$ cat config.mk
export PLATFORM = sky130hd
export DESIGN_NAME = i2c_arb_monitor
export DESIGN_NICKNAME = d
export VERILOG_FILES = /design/src/rtl/i2c_arb_pkg.sv /design/src/rtl/i2c_arb_dp.sv /design/src/rtl/i2c_arb_ctrl.sv /design/src/rtl/i2c_arb_monitor.sv
export SDC_FILE = /design/constraint.sdc
export NUM_CORES = 1
export LEC_CHECK = 0
export ABC_AREA = 1
export CAP_MARGIN = 40
export CORE_MARGIN = 2
export CORE_UTILIZATION = 54
export CTS_BUF_LIST = sky130_fd_sc_hd__clkbuf_8
export CTS_CLUSTER_DIAMETER = 200
export DETAILED_ROUTE_END_ITERATION = 12
export PLACE_DENSITY = 0.9
export SETUP_SLACK_MARGIN = 0.3
export SLEW_MARGIN = 25
export SYNTH_ARGS = -nofsm -noshare
export SYNTH_HDL_FRONTEND = slang
export SYNTH_SLANG_ARGS = --single-unit
export TNS_END_PERCENT = 20
$ cat constraint.sdc
create_clock -name clk -period 1.9 [get_ports clk]
set_input_delay 0.475 -clock clk [delete_from_list [all_inputs] [get_ports clk]]
set_output_delay 0.475 -clock clk [all_outputs]
set_load 0.03 [all_outputs]
$ cat src/rtl/i2c_arb_pkg.sv
package i2c_arb_pkg;

  // Events decoded by the datapath, consumed by the control.
  typedef struct packed {
    logic startDet;
    logic stopDet;
    logic sclRise;
    logic bitLost;
    logic addrDone;
    logic addrHit;
    logic freeDone;
  } busEv_t;

  // Strobes from control to datapath.
  typedef struct packed {
    logic loadFree;
    logic abortAddr;
  } ctrlStb_t;

endpackage

$ cat src/rtl/i2c_arb_dp.sv
module i2c_arb_dp
  import i2c_arb_pkg::*;
#(
  parameter int ADDR_W      = 7,
  parameter int TIMER_W     = 16,
  parameter int SYNC_STAGES = 2
) (
  input  logic               clk,
  input  logic               rstN,
  input  logic               sclIn,
  input  logic               sdaIn,
  input  logic [ADDR_W-1:0]  ownAddr,
  input  logic [TIMER_W-1:0] sclLowTime,
  input  logic               mstTxActive,
  input  logic               mstSdaOut,
  input  ctrlStb_t           stb,
  output busEv_t             ev
);

  localparam int BYTE_BITS = ADDR_W + 1;
  localparam int BIT_W     = $clog2(BYTE_BITS + 1);
  localparam logic [BIT_W-1:0] LAST_BIT = BIT_W'(BYTE_BITS - 1);

  // Synchronizer chains; idle bus level is high.
  logic [SYNC_STAGES-1:0] sclPipe;
  logic [SYNC_STAGES-1:0] sdaPipe;

  generate
    if (SYNC_STAGES == 1) begin : g_sync1
      always_ff @(posedge clk or negedge rstN) begin
        if (!rstN) begin
          sclPipe <= '1;
          sdaPipe <= '1;
        end else begin
          sclPipe <= sclIn;
          sdaPipe <= sdaIn;
        end
      end
    end else begin : g_syncN
      always_ff @(posedge clk or negedge rstN) begin
        if (!rstN) begin
          sclPipe <= '1;
          sdaPipe <= '1;
        end else begin
          sclPipe <= {sclPipe[SYNC_STAGES-2:0], sclIn};
          sdaPipe <= {sdaPipe[SYNC_STAGES-2:0], sdaIn};
        end
      end
    end
  endgenerate

  logic sclS, sdaS, sclP, sdaP;
  assign sclS = sclPipe[SYNC_STAGES-1];
  assign sdaS = sdaPipe[SYNC_STAGES-1];

  always_ff @(posedge clk or negedge rstN) begin
    if (!rstN) begin
      sclP <= 1'b1;
      sdaP <= 1'b1;
    end else begin
      sclP <= sclS;
      sdaP <= sdaS;
    end
  end

  logic startDet, stopDet, sclRise;
  assign startDet = sclS && sclP && sdaP && !sdaS;
  assign stopDet  = sclS && sclP && !sdaP && sdaS;
  assign sclRise  = sclS && !sclP;

  // First-byte address capture after every START.
  logic              addrPhase;
  logic [BIT_W-1:0]  bitCnt;
  logic [ADDR_W-1:0] addrSh;
  logic              addrDone;

  assign addrDone = addrPhase && sclRise && (bitCnt == LAST_BIT);

  always_ff @(posedge clk or negedge rstN) begin
    if (!rstN) begin
      addrPhase <= 1'b0;
      bitCnt    <= '0;
      addrSh    <= '0;
    end else if (startDet) begin
      addrPhase <= 1'b1;
      bitCnt    <= '0;
    end else if (stopDet || stb.abortAddr) begin
      addrPhase <= 1'b0;
    end else if (addrPhase && sclRise) begin
      if (bitCnt != LAST_BIT) begin
        addrSh <= {addrSh[ADDR_W-2:0], sdaS};
      end
      bitCnt <= bitCnt + 1'b1;
      if (addrDone) addrPhase <= 1'b0;
    end
  end

  // Bus-free countdown, loaded on STOP.
  logic [TIMER_W-1:0] freeCnt;

  always_ff @(posedge clk or negedge rstN) begin
    if (!rstN) begin
      freeCnt <= '0;
    end else if (stb.loadFree) begin
      freeCnt <= sclLowTime;
    end else if (freeCnt != '0) begin
      freeCnt <= freeCnt - 1'b1;
    end
  end

  always_comb begin
    ev          = '0;
    ev.startDet = startDet;
    ev.stopDet  = stopDet;
    ev.sclRise  = sclRise;
    ev.bitLost  = sclRise && mstTxActive && mstSdaOut && !sdaS;
    ev.addrDone = addrDone;
    ev.addrHit  = addrDone && (addrSh == ownAddr);
    ev.freeDone = (freeCnt == '0);
  end

endmodule

$ cat src/rtl/i2c_arb_ctrl.sv
module i2c_arb_ctrl
  import i2c_arb_pkg::*;
(
  input  logic     clk,
  input  logic     rstN,
  input  busEv_t   ev,
  input  logic     masterSet,
  input  logic     startSet,
  input  logic     restartSet,
  input  logic     stopSet,
  input  logic     arbErrClr,
  input  logic     lockClr,
  input  logic     txPush,
  output ctrlStb_t stb,
  output logic     txPushOk,
  output logic     busBusy,
  output logic     startGo,
  output logic     backOff,
  output logic     flushReq,
  output logic     arbErr,
  output logic     txLockout,
  output logic     masterMode,
  output logic     startPend,
  output logic     restartPend,
  output logic     stopPend
);

  logic owner, startIssued;
  logic lose, ownerEff, slaveSwitch, clearReq, busFree;

  assign lose        = ev.bitLost && owner && masterMode;
  assign ownerEff    = owner && !lose;
  assign slaveSwitch = ev.addrHit && !ownerEff && masterMode;
  assign clearReq    = lose || slaveSwitch;
  assign busFree     = !busBusy && ev.freeDone;
  assign startGo     = startPend && masterMode && busFree && !startIssued && !owner;
  assign txPushOk    = txPush && !txLockout;

  always_comb begin
    stb           = '0;
    stb.loadFree  = ev.stopDet;
    stb.abortAddr = 1'b0;
  end

  always_ff @(posedge clk or negedge rstN) begin
    if (!rstN) begin
      busBusy     <= 1'b0;
      owner       <= 1'b0;
      startIssued <= 1'b0;
      backOff     <= 1'b0;
      flushReq    <= 1'b0;
      arbErr      <= 1'b0;
      txLockout   <= 1'b0;
      masterMode  <= 1'b0;
      startPend   <= 1'b0;
      restartPend <= 1'b0;
      stopPend    <= 1'b0;
    end else begin
      if (ev.startDet)     busBusy <= 1'b1;
      else if (ev.stopDet) busBusy <= 1'b0;

      if (ev.startDet)  startIssued <= 1'b0;
      else if (startGo) startIssued <= 1'b1;

      if (lose || ev.stopDet)            owner <= 1'b0;
      else if (ev.startDet && startIssued) owner <= 1'b1;

      if (lose)            backOff <= 1'b1;
      else if (ev.stopDet) backOff <= 1'b0;

      flushReq <= lose;

      if (lose)           arbErr <= 1'b1;
      else if (arbErrClr) arbErr <= 1'b0;

      if (lose)         txLockout <= 1'b1;
      else if (lockClr) txLockout <= 1'b0;

      if (slaveSwitch)    masterMode <= 1'b0;
      else if (masterSet) masterMode <= 1'b1;

      if (clearReq)                     startPend <= 1'b0;
      else if (owner && ev.stopDet)     startPend <= 1'b0;
      else if (startSet && masterMode)  startPend <= 1'b1;

      if (clearReq)                      restartPend <= 1'b0;
      else if (owner && ev.startDet)     restartPend <= 1'b0;
      else if (restartSet && masterMode) restartPend <= 1'b1;

      if (clearReq)                   stopPend <= 1'b0;
      else if (owner && ev.stopDet)   stopPend <= 1'b0;
      else if (stopSet && masterMode) stopPend <= 1'b1;
    end
  end

endmodule

$ cat src/rtl/i2c_arb_monitor.sv
module i2c_arb_monitor
  import i2c_arb_pkg::*;
#(
  parameter int ADDR_W      = 7,
  parameter int TIMER_W     = 16,
  parameter int SYNC_STAGES = 2
) (
  input  logic               clk,
  input  logic               rstN,
  input  logic               sclIn,
  input  logic               sdaIn,
  input  logic [ADDR_W-1:0]  ownAddr,
  input  logic [TIMER_W-1:0] sclLowTime,
  input  logic               mstTxActive,
  input  logic               mstSdaOut,
  input  logic               masterSet,
  input  logic               startSet,
  input  logic               restartSet,
  input  logic               stopSet,
  input  logic               arbErrClr,
  input  logic               lockClr,
  input  logic               txPush,
  output logic               txPushOk,
  output logic               busBusy,
  output logic               startGo,
  output logic               backOff,
  output logic               flushReq,
  output logic               arbErr,
  output logic               txLockout,
  output logic               masterMode,
  output logic               startPend,
  output logic               restartPend,
  output logic               stopPend
);

  busEv_t   ev;
  ctrlStb_t stb;

  i2c_arb_dp #(
    .ADDR_W(ADDR_W), .TIMER_W(TIMER_W), .SYNC_STAGES(SYNC_STAGES)
  ) u_dp (
    .clk(clk), .rstN(rstN), .sclIn(sclIn), .sdaIn(sdaIn),
    .ownAddr(ownAddr), .sclLowTime(sclLowTime),
    .mstTxActive(mstTxActive), .mstSdaOut(mstSdaOut),
    .stb(stb), .ev(ev)
  );

  i2c_arb_ctrl u_ctrl (
    .clk(clk), .rstN(rstN), .ev(ev),
    .masterSet(masterSet), .startSet(startSet), .restartSet(restartSet),
    .stopSet(stopSet), .arbErrClr(arbErrClr), .lockClr(lockClr),
    .txPush(txPush), .stb(stb), .txPushOk(txPushOk),
    .busBusy(busBusy), .startGo(startGo), .backOff(backOff),
    .flushReq(flushReq), .arbErr(arbErr), .txLockout(txLockout),
    .masterMode(masterMode), .startPend(startPend),
    .restartPend(restartPend), .stopPend(stopPend)
  );

endmodule

==> results.yml <==
finish:
  syn_to_final_growth_pct: 33.7
  layout_common_cells: "nand2_1 (70), inv_1 (45), nor2_1 (43), dfrtp_1 (37), clkdlybuf4s50_1 (33)"
  final_layout_size_suffix_gt1_share_pct: 21.4
  fin_nets: 421
  fillers: 281
  mostFrequentLayoutCell: "nand2_1"
  finalCoreUtilization_pct: 75.5
  diodes: 0
  layoutNonFillerInstCount: 435
floorplanning:
  dieArea_um2: 5140
  core-area_um2: 4380
  floorplan.initialDensity_pct: 56.4
  die_w_um: 71.7
  std_cell_rows: 24
  ios: 47
  die_height_um: 71.7
setup_path:
  r2r_cells: 6
  crit_fanout: 4
  end_kind: "output pin"
  arrival_ps: 1520
  reg2reg_to: "u_ctrl.owner"
  r2r_slack_ps: 260
  critPathKind: "flip-flop to output pin"
  r2r-start: "u_dp.sclPipe[1]"
  worst_setup_path_start_kind: "flip-flop"
  required_ps: 1420
placed_design:
  dp_slack_ps: 105
  dp_hpwl_um: 3830
  numPortBuffers: 46
  gp_congestion: 0.870
  placedCellCount: 409
drt:
  viasPerCell: 5.26
  drc: 0
  num_vias: 2290
  drt_iter0_markers: 283
  drt_pass1_iterations: 5
  drt_wl_total_um: 6620
  wl_per_cell_um: 15.2
  ant_nets: 0
sta:
  fin_skew_ps: 9.41
  slew_viol_final: 0
  relSlewSlack_pct: 63.8
  finalSetupViolations: 1
  worstMarginPinSlew_ps: 539
  min_period_ps: 2000
  setup_slack_ps: -95.1
  rsz0062_at_grt: "true"
  final-hold-violation-count: 0
  fmax_mhz: 501
  fin_crit_sh_pct: 105
  tns_ps: -95.1
run_status:
  failed_checks: "setup timing"
  status: "finished with violations"
synth:
  synthMuxAreaShare_pct: 0.405
  synthAdderAreaFrac_pct: 1.52
  synth-simple-area-share_pct: 30.3
  seq_area_frac_synth_pct: 45.8
  avgSynthCellArea_um2: 7.93
  synth_seq_cells: 45
  syn-instance-count: 312
  yosys_warnings: 0
  synth_compound_area_share_pct: 10.3
  netlist_area_um2: 2470
  synth_xor_area_share_pct: 2.83
  synth_top_family_by_area: "simple AND/OR/NAND/NOR gates"
  yosysUniqueCellTypes: 34
  synth_fp_nets: 351
global_route:
  grt_pass1_vias: 2233
  grt_pass1_wl_um: 9830
  antenna_found_initial: 0
  grt_max_degree: 46
  gr-total-overflow: 0
  track_usage_pct: 24.7
clocking:
  cts-root-to-sink-buffers: 2
  ctsHoldBuffers: 0
  cts.sink_count: 45
  cts.clk_slew.worst_paths_ps: 90
  clkLatencyLatePin_ps: 320
  cts-root-buf: "clkbuf_8"
  cts_tree: "yes"
  cts_max_level: 2
  cts_buffers: 5
power_and_ir_drop:
  irDropWorstVdd_mv: 0.722
  total_leakage_power_nw: 1.64
  p_total_mw: 3.41
  power_density_nw_per_um2: 1030
job:
  drv_cap: 0
min_path:
  hp-class: "input port to async pin"
layer usage:
metal	part of all wire, %	track usage [%]	wire [um]
met4	2.7	11.1	179
met3	8.3	6.33	548
met1	42	32.0	2790
met2	47	39.1	3110
met5	0	0	0
how the worst max path moves through the flow:
| stage | startpoint | to | slack, ps |
|---|---|---|---|
| floorplan | u_dp.freeCnt[0] | startGo | 290 |
| global route | u_dp.freeCnt[15] | startGo | -150 |
| detailed placement | u_dp.freeCnt[0] | startGo | 110 |
| global placement | u_dp.freeCnt[0] | startGo | 180 |
| CTS | u_dp.freeCnt[1] | startGo | -20 |
| finish | u_dp.freeCnt[15] | startGo | -100 |
timing repair:
item | CTS | global route
resized for setup | 19 | 16
pin swaps | 6 | 3
hold endpoints to repair | 0 | 0
setup buffers | 10 | 7
cloned | 0 | 1
endpoints found under the setup margin | 11 | 22
power breakdown:
group / internal [mW] / leakage (nW) / switching (mW)
clock: 0.261 / 0.0445 / 0.366
combinational: 0.563 / 1.06 / 0.758
sequential: 1.21 / 0.528 / 0.246
total: 2.04 / 1.64 / 1.37
state kept, by name, summed over array words and instances (netlist names):
name	flops
u_ctrl.masterMode	1
u_ctrl.flushReq	1
u_ctrl.stopPend	1
u_dp.sclPipe	2
u_ctrl.busBusy	1
u_ctrl.owner	1
u_ctrl.startPend	1
u_ctrl.txLockout	1
u_dp.freeCnt	16
u_ctrl.backOff	1
u_dp.addrPhase	1
u_dp.sdaPipe	2
u_dp.bitCnt	4
u_dp.sclP	1
u_ctrl.arbErr	1
u_ctrl.restartPend	1
u_dp.addrSh	7
u_ctrl.startIssued	1
u_dp.sdaP	1
cell families after synthesis:
group,Yosys count
and+or+nand+nor,152
buffers and inverters,56
AOI/OAI and AO/OA,47
DFF,45
xor gates and xnor gates,8
adders and majority gates,3
muxes,1
stage by stage:
step | hold WS (ps) | cell area (um2)
detailed placement | 348 | 3020
global route | 139 | 3310
global placement | 347 | 3020
finish | 124 | 3310
CTS | 139 | 3200
floorplan | 179 | 2500
critical path: stages (launching register included):
cell and delay, ps:
dfrtp_1 450, nor2_2 180, nand3_4 110, nor2_4 130, nand2_4 80, nor2_4 100
buf_6 140
cell usage after synthesis:
master,number,area (um2)
o21a_1,2,15.0
inv_1,47,176
ha_1,3,37.5
nand2_1,72,270
o211ai_1,1,7.51
dfstp_2,6,158
mux2i_1,1,10.0
and3_1,2,12.5
o21ai_0,13,65.1
nand2_2,6,37.5
dfrtp_1,39,976
nand4_1,3,18.8
nand3_4,2,35.0
buf_2,3,15.0
buf_4,1,7.51
o21ai_1,14,70.1
a21boi_1,1,7.51
o21bai_1,1,7.51
o21ai_2,1,8.76
o22ai_1,1,6.26
nor2_8,1,20.0
xnor2_1,1,8.76
inv_2,5,18.8
nor2_4,6,67.6
nor3_1,2,10.0
a211oi_1,1,7.51
nand3_2,4,40.0
nor2_2,2,12.5
nand4_4,1,21.3
xor2_1,7,61.3
nor2_1,46,173
nand3_1,4,20.0
a21oi_1,12,60.1
nand2_4,1,11.3
layout make-up:
type                            count  area, um2  share of cell area, %
Clock inverter                      3       21.3                  0.643
Sequential cell                    45       1140                   34.3
Tap cell                           52       65.1                   1.97
Inverter                           52        198                   5.98
Clock buffer                        5       68.8                   2.08
Multi-Input combinational cell    212       1210                   36.5
Timing Repair Buffer               66        612                   18.5
Power figures use the tool's default switching activity.
